[src/rtl/gain_ramp_pkg.sv]
package gain_ramp_pkg;
   typedef enum logic [1:0] {
      RAMP_HOLD = 2'd0,
      RAMP_UP   = 2'd1,
      RAMP_DOWN = 2'd2
   } ramp_dir_e;
endpackage

[src/rtl/grs_target_reg.sv]
module grs_target_reg #(
   parameter int GW    = 11,
   parameter int UNITY = 1024
) (
   input  logic          clk,
   input  logic          rst_n,
   input  logic [GW-1:0] code_in,
   input  logic          boost_in,
   output logic [GW-1:0] tgt_q,
   output logic          boost_q
);
   localparam logic [GW-1:0] UNITY_C = GW'(UNITY);

   logic [GW-1:0] code_sat;

   generate
      if (UNITY > (1 << GW) - 1) begin : g_bad
         $error("UNITY code does not fit in GW bits");
      end
      if (UNITY == (1 << GW) - 1) begin : g_nosat
         assign code_sat = code_in;
      end else begin : g_sat
         assign code_sat = (code_in > UNITY_C) ? UNITY_C : code_in;
      end
   endgenerate

   always_ff @(posedge clk or negedge rst_n) begin
      if (!rst_n) begin
         tgt_q   <= UNITY_C;
         boost_q <= 1'b0;
      end else begin
         tgt_q   <= code_sat;
         boost_q <= boost_in;
      end
   end

   a_r2_target_capped: assert property (@(posedge clk) disable iff (!rst_n)
      tgt_q <= UNITY_C);
   a_r2_large_code_saturates: assert property (@(posedge clk) disable iff (!rst_n)
      (code_in >= UNITY_C) |=> (tgt_q == UNITY_C));
endmodule

[src/rtl/grs_gain_ramp.sv]
module grs_gain_ramp
   import gain_ramp_pkg::*;
#(
   parameter int GW    = 11,
   parameter int UNITY = 1024
) (
   input  logic          clk,
   input  logic          rst_n,
   input  logic          step_en,
   input  logic [GW-1:0] tgt,
   output logic [GW-1:0] cur
);
   localparam logic [GW-1:0] UNITY_C = GW'(UNITY);
   localparam logic [GW-1:0] ONE_C   = GW'(1);

   ramp_dir_e     dir;
   logic [GW-1:0] cur_nxt;

   always_comb begin
      if (cur < tgt)      dir = RAMP_UP;
      else if (cur > tgt) dir = RAMP_DOWN;
      else                dir = RAMP_HOLD;
   end

   always_comb begin
      unique case (dir)
         RAMP_UP:   cur_nxt = cur + ONE_C;
         RAMP_DOWN: cur_nxt = cur - ONE_C;
         default:   cur_nxt = cur;
      endcase
   end

   always_ff @(posedge clk or negedge rst_n) begin
      if (!rst_n)       cur <= UNITY_C;
      else if (step_en) cur <= cur_nxt;
   end

   a_r6_single_step: assert property (@(posedge clk) disable iff (!rst_n)
      step_en |=> (cur == $past(cur) + ONE_C || cur == $past(cur) - ONE_C || cur == $past(cur)));
   a_r6_hold_without_strobe: assert property (@(posedge clk) disable iff (!rst_n)
      !step_en |=> $stable(cur));
   a_r7_moves_toward_target: assert property (@(posedge clk) disable iff (!rst_n)
      (step_en && cur != tgt) |=> (cur != $past(cur)));
   a_r2_gain_ceiling: assert property (@(posedge clk) disable iff (!rst_n)
      cur <= UNITY_C);
endmodule

[src/rtl/grs_chan_scale.sv]
module grs_chan_scale #(
   parameter int DW       = 24,
   parameter int GW       = 11,
   parameter int NORM_SH  = 10,
   parameter int BOOST_SH = 8
) (
   input  logic          clk,
   input  logic          rst_n,
   input  logic          smp_en,
   input  logic [DW-1:0] din,
   input  logic [GW-1:0] gain,
   input  logic          boost,
   output logic [DW-1:0] dout
);
   localparam int PW = DW + GW + 1;
   localparam logic signed [PW-1:0] MAXP = {{(PW-DW+1){1'b0}}, {(DW-1){1'b1}}};
   localparam logic signed [PW-1:0] MINP = {{(PW-DW+1){1'b1}}, {(DW-1){1'b0}}};

   logic signed [PW-1:0] prod;
   logic signed [PW-1:0] shifted;
   logic [DW-1:0]        res;

   generate
      if (BOOST_SH > NORM_SH) begin : g_bad
         $error("boost shift must not exceed normal shift");
      end
   endgenerate

   assign prod = PW'($signed(din)) * $signed({1'b0, gain});

   always_comb begin
      if (boost) shifted = prod >>> BOOST_SH;
      else       shifted = prod >>> NORM_SH;
   end

   generate
      if (BOOST_SH == NORM_SH) begin : g_noclip
         assign res = shifted[DW-1:0];
      end else begin : g_clip
         always_comb begin
            if (shifted > MAXP)      res = MAXP[DW-1:0];
            else if (shifted < MINP) res = MINP[DW-1:0];
            else                     res = shifted[DW-1:0];
         end
      end
   endgenerate

   always_ff @(posedge clk or negedge rst_n) begin
      if (!rst_n)      dout <= '0;
      else if (smp_en) dout <= res;
   end

   a_r4_zero_gain_silence: assert property (@(posedge clk) disable iff (!rst_n)
      (smp_en && gain == '0) |=> (dout == '0));
   a_r3_unity_passthrough: assert property (@(posedge clk) disable iff (!rst_n)
      (smp_en && !boost && gain == GW'(1 << NORM_SH)) |=> (dout == $past(din)));
   a_r6_output_held: assert property (@(posedge clk) disable iff (!rst_n)
      !smp_en |=> $stable(dout));
endmodule

[src/rtl/gain_ramp_stage.sv]
module gain_ramp_stage #(
   parameter int DW       = 24,
   parameter int GW       = 11,
   parameter int NORM_SH  = 10,
   parameter int BOOST_SH = 8
) (
   input  logic          clk,
   input  logic          rst_n,
   input  logic          smp_stb,
   input  logic [DW-1:0] din_l,
   input  logic [DW-1:0] din_r,
   input  logic [GW-1:0] tgt_code,
   input  logic          boost_en,
   output logic [DW-1:0] dout_l,
   output logic [DW-1:0] dout_r,
   output logic [GW-1:0] gain_code
);
   localparam int UNITY = 1 << NORM_SH;
   localparam int NCH   = 2;

   logic [GW-1:0] tgt_q;
   logic          boost_q;
   logic [DW-1:0] ch_in  [NCH];
   logic [DW-1:0] ch_out [NCH];

   generate
      if (DW < 2 || GW < 2) begin : g_bad_w
         $error("widths too small");
      end
   endgenerate

   assign ch_in[0] = din_l;
   assign ch_in[1] = din_r;
   assign dout_l   = ch_out[0];
   assign dout_r   = ch_out[1];

   grs_target_reg #(.GW(GW), .UNITY(UNITY)) u_tgt (
      .clk(clk), .rst_n(rst_n), .code_in(tgt_code), .boost_in(boost_en),
      .tgt_q(tgt_q), .boost_q(boost_q)
   );

   grs_gain_ramp #(.GW(GW), .UNITY(UNITY)) u_ramp (
      .clk(clk), .rst_n(rst_n), .step_en(smp_stb), .tgt(tgt_q), .cur(gain_code)
   );

   for (genvar c = 0; c < NCH; c++) begin : g_ch
      grs_chan_scale #(.DW(DW), .GW(GW), .NORM_SH(NORM_SH), .BOOST_SH(BOOST_SH)) u_scale (
         .clk(clk), .rst_n(rst_n), .smp_en(smp_stb), .din(ch_in[c]),
         .gain(gain_code), .boost(boost_q), .dout(ch_out[c])
      );
   end

   a_r8_shared_gain_zero: assert property (@(posedge clk) disable iff (!rst_n)
      (smp_stb && gain_code == '0) |=> (dout_l == '0 && dout_r == '0));
endmodule

[config.mk]
export PLATFORM = sky130hd
export DESIGN_NAME = gain_ramp_stage
export DESIGN_NICKNAME = d
export VERILOG_FILES = /design/src/rtl/gain_ramp_pkg.sv /design/src/rtl/grs_target_reg.sv /design/src/rtl/grs_gain_ramp.sv /design/src/rtl/grs_chan_scale.sv /design/src/rtl/gain_ramp_stage.sv
export SDC_FILE = /design/constraint.sdc
export NUM_CORES = 1
export LEC_CHECK = 0
export CAP_MARGIN = 15
export CORE_ASPECT_RATIO = 0.5
export CORE_MARGIN = 2
export CORE_UTILIZATION = 55
export DETAILED_ROUTE_END_ITERATION = 6
export GPL_TIMING_DRIVEN = 0
export HOLD_SLACK_MARGIN = 0.08
export PLACE_DENSITY = 0.74
export SLEW_MARGIN = 20
export SYNTH_ARGS = -nofsm -noshare
export SYNTH_HDL_FRONTEND = slang
export SYNTH_HIERARCHICAL = 1
export SYNTH_SLANG_ARGS = --single-unit
[constraint.sdc]
create_clock -name clk -period 6.8 [get_ports clk]
set_clock_uncertainty 0.2 [all_clocks]
set_input_delay 0.68 -clock clk [delete_from_list [all_inputs] [get_ports clk]]
set_output_delay 0.68 -clock clk [all_outputs]
set_load 0.05 [all_outputs]
==> key figures, run 1 <==
Layout
  – FILL cells: 3442
  – Post-route design area: approximately 28000 um2
  – Nets: 3677
  – Fraction of layout instances using a drive strength above 1: 14.80%
  – Final non-filler cell total: between 3000 and 4000
  – Area grow syn2layout: 19.60%

Job
  – Max Cap Violations: 0

Drt
  – Vias per Instance: 5.502
  – Number of routed nets with antenna violations: 0
  – Total number of vias: 19620
  – TritonRoute pass-1 iters: 6
  – DRC Markers: 0
  – 1st-iter DRT viols: 1261
  – Final WL: 65.22 mm
  – Routed len/inst: between 15 and 20 um

Global routing
  – Pin count of the biggest net entering global routing: 54
  – First-pass GRT wire length: 102.7 mm
  – Vias in the first global route: 20520
  – All-Layer GR Usage: 29.69%
  – Initial antenna violation count: 4
  – Gr ovfl total: 0

Floorplan
  – IO Count: about 120
  – Initial core utilization: between 50% and 60%
  – Die X: 296 um
  – DIE HEIGHT: 150 um
  – Core Rows: 53
  – Die Area: roughly 44000 um2
  – Core area: 42040 um2

Timing
  – Hold WS: 0.1933 ns
  – Worst-Margin Slew: between 0.9 and 1 ns
  – Finish-stage setup viols: 0
  – Final period util: 98.73%
  – Period minus WS final: 6.714 ns
  – Pins Over Slew Limit: 0
  – Worst rel slew slack: between 30% and 40%
  – Final hold vios: 0
  – RSZ-0062 raised after global routing: true
  – Fmax: approximately 0.15 GHz

CTS
  – H-tree levels: 3
  – CTS clk-pin slew, worst paths: 0.07 ns
  – Root Driver: clkbuf_16
  – CTS sink cnt: between 70 and 80
  – Clock Path Buffers: 2
  – TritonCTS Buffers: 9
  – TritonCTS clock tree: built
  – Clock latency on the worst-skew pair: 0.35 ns

Place
  – Placed cells: 3429
  – DPL Wire Length: ~50 mm
  – PortBufs: between 100 and 150
  – Gpl congestion: 0.9268
  – Placed cell area: 25380 um2

Synth
  – Mapped cell area: 23450 um2
  – Mapped Nets: 3429
  – Yosys top cell area share: 39.70%
  – Syn avg cell area: 8.579 um2
  – Area leader, netlist: fa_1
  – Top cells by area, synth: fa_1 (40%), inv_1 (10%), ha_1 (9.0%)
  – #FFs+latches synth: 71
  – Synth warn: 6
  – Register area share after synthesis: 7.588%
  – Post-Syn Instances: approximately 2700
  – EDFF count, synth: 0
  – Top post-synthesis cells by count: inv_1 (624), fa_1 (465), nand2_1 (450)
  – Most frequent cell after synthesis: inv_1
  – Yosys cell types: 99
  – Asr flop ratio synth: 100.0%
  – Main synth FF type: dfrtp_1

Status
  – Status: completed

Worst setup path
  – CP Launch Type: input pin
  – Arr. time, crit path: about 6.8 ns
  – WP data required: 6.84 ns
  – Critical Path Source: din_r[6]
  – Max FO, Critical Path: 8
  – R2R Path Start: u_ramp/cur[8]$_DFFE_PN0P_
  – WS Path Type: in -> reg
  – Critical path endpoint category: flop

Min path
  – Startpoint of the worst hold path: tgt_code[10]
  – Hold Path Class: in -> reg
[what timing repair did]
action | in CTS | in global routing
endpoints found under the hold margin | 18 | 0
resized for setup | 202 | 307
pin swaps | 33 | 81
setup buffers | 53 | 70
hold buffers | 1 | 0
gates cloned | 2 | 4
endpoints found under the setup margin | 48 | 46
[metrics by stage]
step	worst slack, ns	utilization [%]	TNS [ns]
after global routing	-0.08762	66.70	-1.073
after floorplan	0.1800	-	0
final	0.08614	66.70	0
after CTS	0.002643	63.45	0
after global placement	-0.9995	60.30	-39.09
after detailed placement	-1.199	60.36	-47.74
[cell usage in the layout (no fill, tap or decap), types with 11 or more instances in the layout]
| master | n |
|---|---|
| nand4_1 | 13 |
| nand3_1 | 15 |
| fa_2 | 17 |
| o211ai_1 | 11 |
| ha_4 | 11 |
| a211oi_1 | 12 |
| clkbuf_2 | 12 |
| ha_1 | 144 |
| buf_8 | 13 |
| clkdlybuf4s50_1 | 93 |
| buf_6 | 38 |
| mux2i_1 | 12 |
| a21o_1 | 23 |
| a21oi_2 | 15 |
| clkbuf_1 | 22 |
| buf_4 | 122 |
| fa_1 | 448 |
| nand2_1 | 441 |
| inv_1 | 616 |
| o21ai_0 | 47 |
| buf_2 | 13 |
| nor3_1 | 18 |
| ha_2 | 13 |
| a31oi_1 | 13 |
| o21ai_1 | 19 |
| nor2_1 | 74 |
| o22ai_1 | 23 |
| xor2_1 | 25 |
| o21a_1 | 12 |
| a21oi_1 | 81 |
| dlymetal6s2s_1 | 17 |
| buf_12 | 14 |
| xnor2_1 | 39 |
| clkbuf_4 | 14 |
| and2_1 | 165 |
| dfrtp_1 | 59 |
[kinds of logic after synthesis]
family          synth area share [%]
compound gates                 10.98
simple gates                   16.64
xor+xnor                       2.689
flops                          7.588
fa+ha+maj                      48.67
buf+inv                        12.62
mux                           0.8164
[critical path, cell delays in order]
cell	delay (ns)
clkdlybuf4s50_1	0.49
buf_6	0.14
and2_1	0.15
fa_1	0.43
fa_1	0.56
fa_1	0.47
fa_1	0.54
inv_2	0.05
fa_1	0.47
inv_1	0.04
ha_1	0.28
buf_6	0.13
and4_4	0.18
a221o_1	0.35
a31oi_4	0.25
a21oi_4	0.12
o21ai_4	0.20
mux2_4	0.32
a211o_4	0.34
o21ai_4	0.27
clkbuf_16	0.21
a21oi_2	0.05
[flip-flops by register name (all words and copies together), names as in the netlist]
signal and cells:
u_tgt/tgt_q 11, g_ch.u_scale/dout 48, u_ramp/cur 11, u_tgt/boost_q 1
[layout make-up]
| type | count | area, um2 | area share, % |
|---|---|---|---|
| multi-input combinational | 1899 | 19370 | 69.06 |
| inverter | 625 | 2350 | 8.379 |
| buffer | 126 | 1107 | 3.949 |
| timing repair buffer | 249 | 2387 | 8.513 |
| tap | 577 | 721.9 | 2.574 |
| clock buffer | 9 | 225.2 | 0.8031 |
| antenna | 2 | 5.005 | 0.01785 |
| clock inverter | 7 | 61.31 | 0.2186 |
| sequential | 71 | 1818 | 6.483 |
[per-layer routing]
metal | GRT usage, % | share of wire, %
met1 | 37.32 | 39
met2 | 50.75 | 48
met3 | 6.164 | 8.5
met4 | 11.34 | 3.7
met5 | 0 | 0
[worst paths after layout]
kind	endpoint	slack, ns	cells past startpoint
max	g_ch[1].u_scale/dout[8]$_DFFE_PN0P_	0.09	22
min	u_tgt/tgt_q[10]$_DFF_PN1_	0.19	1
max reg2reg	g_ch[1].u_scale/dout[8]$_DFFE_PN0P_	0.14	21
min reg2reg	g_ch[1].u_scale/dout[23]$_DFFE_PN0P_	0.30	2
max in group asynchronous	u_tgt/tgt_q[10]$_DFF_PN1_	5.25	3
min in group asynchronous	g_ch[0].u_scale/dout[23]$_DFFE_PN0P_	0.55	2
Power of run 1 is not shown: default switching activity piles up to over one toggle a cycle in this logic, so the estimate is an artifact.
==> run 2, diff against run 1 <==
--- a/config.mk
+++ b/config.mk
@@ -8,11 +8,10 @@
 export CAP_MARGIN = 15
 export CORE_ASPECT_RATIO = 0.5
 export CORE_MARGIN = 2
-export CORE_UTILIZATION = 55
+export CORE_UTILIZATION = 40
 export DETAILED_ROUTE_END_ITERATION = 6
 export GPL_TIMING_DRIVEN = 0
 export HOLD_SLACK_MARGIN = 0.08
-export PLACE_DENSITY = 0.74
 export SLEW_MARGIN = 20
 export SYNTH_ARGS = -nofsm -noshare
 export SYNTH_HDL_FRONTEND = slang
==> key figures, run 2 (synthesis gave the netlist of run 1 again) <==
Floorplan
  – DIE HEIGHT: between 150 and 200 um
  – Die Area: ~60000 um2
  – Core Rows: 62
  – Die X: 346.4 um
  – IO Count: 122
  – Core area: 57640 um2
  – Initial core utilization: 40.68%

Timing
  – Finish-stage setup viols: 0
  – Hold WS: roughly 0.21 ns
  – Worst rel slew slack: 33.80%
  – Pins Over Slew Limit: 0
  – Final period util: 97.84%
  – Final hold vios: 0
  – Fmax: between 0.15 and 0.2 GHz
  – PnR worst setup slack: 0.1469 ns
  – Worst-Margin Slew: 0.9930 ns
  – Period minus WS final: 6.653 ns

Drt
  – 1st-iter DRT viols: ~1100
  – Number of routed nets with antenna violations: 0
  – Total number of vias: 19230
  – Routed len/inst: around 17 um
  – Vias per Instance: ~5.1
  – Final WL: 66.07 mm
  – TritonRoute pass-1 iters: 5
  – DRC Markers: 0

Layout
  – Nets: 3703
  – Largest register FFs: 48
  – Util after Layout: between 40% and 50%
  – Biggest regs: g_ch.u_scale/dout: 48 flops, u_ramp/cur: 11 flops, u_tgt/tgt_q: 11 flops
  – Register name with the most flops: g_ch.u_scale/dout
  – Area grow syn2layout: 21.82%
  – Commonest cells after routing, fill and taps aside: inv_1 (611), fa_1 (447), nand2_1 (443)
  – FILL cells: between 5000 and 6000
  – Fraction of layout instances using a drive strength above 1: 16.40%
  – Commonest non-fill, non-tap cell in the layout: inv_1

CTS
  – H-tree levels: 3
  – CTS sink cnt: 71
  – TritonCTS Buffers: 9
  – TritonCTS clock tree: built
  – CTS clk-pin slew, worst paths: 0.05 ns
  – Clock Path Buffers: 2
  – Clock latency on the worst-skew pair: 0.34 ns
  – Root Driver: clkbuf_16

Worst setup path
  – Critical path endpoint category: flop
  – CP Launch Type: input pin
  – WS Path Type: in -> reg
  – WP data required: 6.82 ns
  – Arr. time, crit path: 6.68 ns
  – Max FO, Critical Path: 10

Global routing
  – Vias in the first global route: slightly above 20000
  – Pin count of the biggest net entering global routing: 56
  – Initial antenna violation count: 1
  – All-Layer GR Usage: 22.18%
  – First-pass GRT wire length: 107.1 mm
  – Gr ovfl total: 0

Status
  – Status: completed

Place
  – Gpl congestion: 0.8742
  – DPL Wire Length: 51.24 mm
  – PortBufs: 118
  – Worst slack, placed: -1.135 ns

Job
  – Max Cap Violations: 0

Min path
  – Hold Path Class: in -> reg
-- run 2: cell count changes in the layout (fill, tap and decap cells not counted), moves of 4 or more --
cell,before,now
buf_12,14,7
buf_2,13,8
buf_4,122,149
buf_8,13,8
clkbuf_8,7,16
dlygate4sd2_1,3,8
ha_1,144,135
ha_2,13,19
inv_1,616,611
inv_2,7,11
-- run 2: layout make-up --
class	count	area (um2)	share of cell area (%)
Sequential cell	71	1815	6.356
Clock buffer	12	246.5	0.8629
Clock inverter	4	30.03	0.1051
Timing Repair Buffer	272	2545	8.909
Inverter	625	2354	8.239
Antenna cell	4	10.01	0.03504
Multi-Input combinational cell	1899	19490	68.25
Tap cell	768	960.9	3.364
Buffer	129	1109	3.881
-- run 2: worst max-delay path, cell delays in order --
cell             delay [ns]
clkdlybuf4s50_1        0.46
clkbuf_4               0.22
and2_1                 0.18
ha_1                   0.31
fa_1                   0.60
fa_2                   0.50
fa_1                   0.52
inv_1                  0.06
fa_1                   0.48
inv_1                  0.05
ha_1                   0.28
buf_6                  0.13
and4_4                 0.18
a221o_1                0.35
a31oi_4                0.23
a21oi_4                0.12
o21ai_4                0.21
mux2_4                 0.32
a211o_4                0.30
o21ai_4                0.19
buf_4                  0.15
buf_8                  0.11
a21oi_2                0.05
-- run 2: path summary, 6_finish.rpt --
check	slack [ns]	cells past startpoint	endpoint	start
setup / recovery	0.15	23	g_ch[1].u_scale/dout[8]$_DFFE_PN0P_	din_r[2]
hold / removal	0.21	1	u_tgt/tgt_q[10]$_DFF_PN1_	tgt_code[10]
setup reg to reg	0.15	25	g_ch[1].u_scale/dout[8]$_DFFE_PN0P_	u_ramp/cur[8]$_DFFE_PN0P_
hold reg to reg	0.29	2	g_ch[1].u_scale/dout[23]$_DFFE_PN0P_	g_ch[1].u_scale/dout[23]$_DFFE_PN0P_
max in group asynchronous	5.25	3	u_tgt/tgt_q[10]$_DFF_PN1_	rst_n
min in group asynchronous	0.56	2	g_ch[0].u_scale/dout[5]$_DFFE_PN0P_	rst_n
-- run 2: through the flow --
| step | area [um2] | std cells | TNS (ns) |
|---|---|---|---|
| floorplan | 23450 | 2733 | 0 |
| CTS | 27330 | 3725 | -0.2051 |
| global placement | 25590 | 3619 | -48.82 |
| finish | 28560 | 3784 | 0 |
| global route | 28550 | 3780 | -0.5840 |
| detailed placement | 25620 | 3620 | -47.67 |
-- run 2: per-layer routing --
| metal | GRT usage [%] | routed length [um] |
|---|---|---|
| met1 | 27.77 | 27870 |
| met2 | 40.58 | 34250 |
| met3 | 3.044 | 2466 |
| met4 | 5.113 | 1484 |
| met5 | 0 | 0 |
-- run 2: what timing repair did --
action / 4_1_cts / 5_1_grt
hold buffers: 1 / 0
hold endpoints to repair: 16 / 0
pin swaps: 55 / 95
gates resized for setup: 227 / 289
setup buffers: 91 / 56
setup endpoints to repair: 48 / 46
cloned: 3 / 2
Power of run 2 is left out for the same reason.
==> run 3, diff against run 2 <==
--- a/config.mk
+++ b/config.mk
@@ -12,7 +12,7 @@
 export DETAILED_ROUTE_END_ITERATION = 6
 export GPL_TIMING_DRIVEN = 0
 export HOLD_SLACK_MARGIN = 0.08
-export SLEW_MARGIN = 20
+export SLEW_MARGIN = 40
 export SYNTH_ARGS = -nofsm -noshare
 export SYNTH_HDL_FRONTEND = slang
 export SYNTH_HIERARCHICAL = 1
==> key figures, run 3 (synthesis gave the netlist of run 1 again) <==
Worst setup path
  – WP data required: 6.82 ns
  – Max FO, Critical Path: 10
  – CP cell instances: clkdlybuf4s50_1 -> clkbuf_4 -> nand2_1 -> fa_1 -> inv_1 -> fa_1 -> fa_1 -> fa_1 -> inv_1 -> fa_1 -> inv_1 -> ha_1 -> and4_1 -> and2_1 -> a22oi_2 -> nand3b_1 -> o21ai_4 -> mux2_4 -> a211o_4 -> o21ai_4 -> buf_6 -> buf_16 -> a21oi_2
  – Arr. time, crit path: 6.70 ns
  – Most frequent CP cell: fa_1
  – WS Path Type: in -> reg
  – Slowest stage delay, CP: 0.56 ns
  – CP max stage cell: fa_1
  – Critical path endpoint category: flop
  – CP Launch Type: input pin

Drt
  – Final WL: 65.55 mm
  – TritonRoute pass-1 iters: 5
  – Total number of vias: 19020
  – DRC Markers: 0
  – Routed len/inst: around 17 um
  – Number of routed nets with antenna violations: 0
  – 1st-iter DRT viols: 1062
  – Vias per Instance: just over 5

Global routing
  – Gr ovfl total: 0
  – All-Layer GR Usage: 22.06%
  – Vias in the first global route: 20180
  – Pin count of the biggest net entering global routing: 57
  – Initial antenna violation count: 3
  – First-pass GRT wire length: 106.4 mm

CTS
  – TritonCTS Buffers: 9
  – CTS clk-pin slew, worst paths: 0.05 ns
  – Clock Path Buffers: 2
  – TritonCTS clock tree: built
  – CTS sink cnt: 71
  – Root Driver: clkbuf_16
  – H-tree levels: 3
  – Clock latency on the worst-skew pair: between 0.3 and 0.4 ns

Floorplan
  – DIE HEIGHT: 175.2 um
  – Die X: 346.4 um
  – Die Area: 60690 um2
  – Initial core utilization: 40.68%
  – Core area: roughly 58000 um2
  – Core Rows: 62
  – IO Count: between 100 and 150

Layout
  – Commonest non-fill, non-tap cell in the layout: inv_1
  – Largest register FFs: 48
  – Area taken by multi-input logic gates: 19400 um2
  – Fraction of layout instances using a drive strength above 1: 14.80%
  – Util after Layout: 48.91%
  – Nets: between 3000 and 4000
  – Commonest cells after routing, fill and taps aside: inv_1 (616), fa_1 (449), nand2_1 (443)
  – FILL cells: 5565
  – Register name with the most flops: g_ch.u_scale/dout
  – Area grow syn2layout: 20.23%
  – Biggest regs: g_ch.u_scale/dout: 48 flops, u_ramp/cur: 11 flops, u_tgt/tgt_q: 11 flops
  – Storage cell area: 1818 um2

Timing
  – Final period util: 98.19%
  – Final hold vios: 0
  – Period minus WS final: around 6.7 ns
  – Finish-stage setup viols: 0
  – Pins Over Slew Limit: 0
  – Fmax: 0.1498 GHz
  – PnR worst setup slack: between 0.1 and 0.15 ns
  – Worst rel slew slack: 46.22%
  – Worst-Margin Slew: 0.8009 ns

Place
  – DPL Wire Length: 51.28 mm
  – PortBufs: ~120
  – Worst slack, placed: -0.9922 ns
  – Gpl congestion: 0.8742

Min path
  – Hold Path Class: in -> reg

Job
  – Max Cap Violations: 0

Status
  – Status: completed
run 3: cell types whose count changed in the layout (fill, tap and decap cells not counted), sizes merged:
cell          delta
dlygate4sd2      +1
diode            -3
dlymetal6s2s     -1
inv              +1
clkinvlp         -1
buf             -26
clkbuf           -5
bufbuf           -1
run 3: routing by layer:
| metal | share of wire (%) | vias to the layer above | track usage (%) | routed length (um) |
|---|---|---|---|---|
| li1 | - | 8837 | - | - |
| met1 | 42 | 9709 | 28.07 | 27600 |
| met2 | 51 | 388 | 40.57 | 33280 |
| met3 | 4.8 | 84 | 2.821 | 3135 |
| met4 | 2.3 | 0 | 3.748 | 1539 |
| met5 | 0 | - | 0 | 0 |
run 3: area by class of cell:
class	instances	share of cell area [%]
Antenna cell	1	0.008876
Clock buffer	12	0.8743
Clock inverter	4	0.1065
Tap cell	768	3.408
Sequential cell	71	6.449
Inverter	625	8.335
Buffer	128	4.021
Multi-Input combinational cell	1899	68.83
Timing Repair Buffer	241	7.971
run 3: worst max-delay path, delay by kind of cell:
family / cells / cell delay (ns)
simple gates: 4 / 0.69
fa+ha+maj: 6 / 2.87
buf+inv: 7 / 1.09
compound gates: 5 / 1.03
mux: 1 / 0.32
run 3: worst paths after layout:
check,startpoint,to,slack (ns),cells past startpoint
setup / recovery,din_r[19],g_ch[1].u_scale/dout[11]$_DFFE_PN0P_,0.12,23
hold / removal,tgt_code[10],u_tgt/tgt_q[10]$_DFF_PN1_,0.21,1
setup reg to reg,u_ramp/cur[8]$_DFFE_PN0P_,g_ch[1].u_scale/dout[11]$_DFFE_PN0P_,0.14,23
hold reg to reg,g_ch[1].u_scale/dout[23]$_DFFE_PN0P_,g_ch[1].u_scale/dout[23]$_DFFE_PN0P_,0.29,2
max in group asynchronous,rst_n,u_tgt/tgt_q[10]$_DFF_PN1_,5.30,3
min in group asynchronous,rst_n,g_ch[0].u_scale/dout[1]$_DFFE_PN0P_,0.53,2
run 3: metrics by stage:
stage	std cells	TNS, ns	hold WS, ns	area, um2
2_1_floorplan	2733	0	0.1844	23450
3_5_place_dp	3620	-41.92	0.2815	25630
4_1_cts	3692	0	0.2040	27020
5_1_grt	3748	-0.4127	0.1947	28190
3_3_place_gp	3619	-48.82	0.2817	25590
6_report	3749	0	0.2148	28190
run 3: what timing repair did:
action                                  4_1_cts  5_1_grt
endpoints found under the setup margin       48       46
gates resized for setup                     230      255
pin swaps                                    56       77
hold buffers                                  1        0
cloned                                        3        2
buffers inserted                             59       57
hold endpoints to repair                     15        0
Power of run 3 is left out for the same reason.
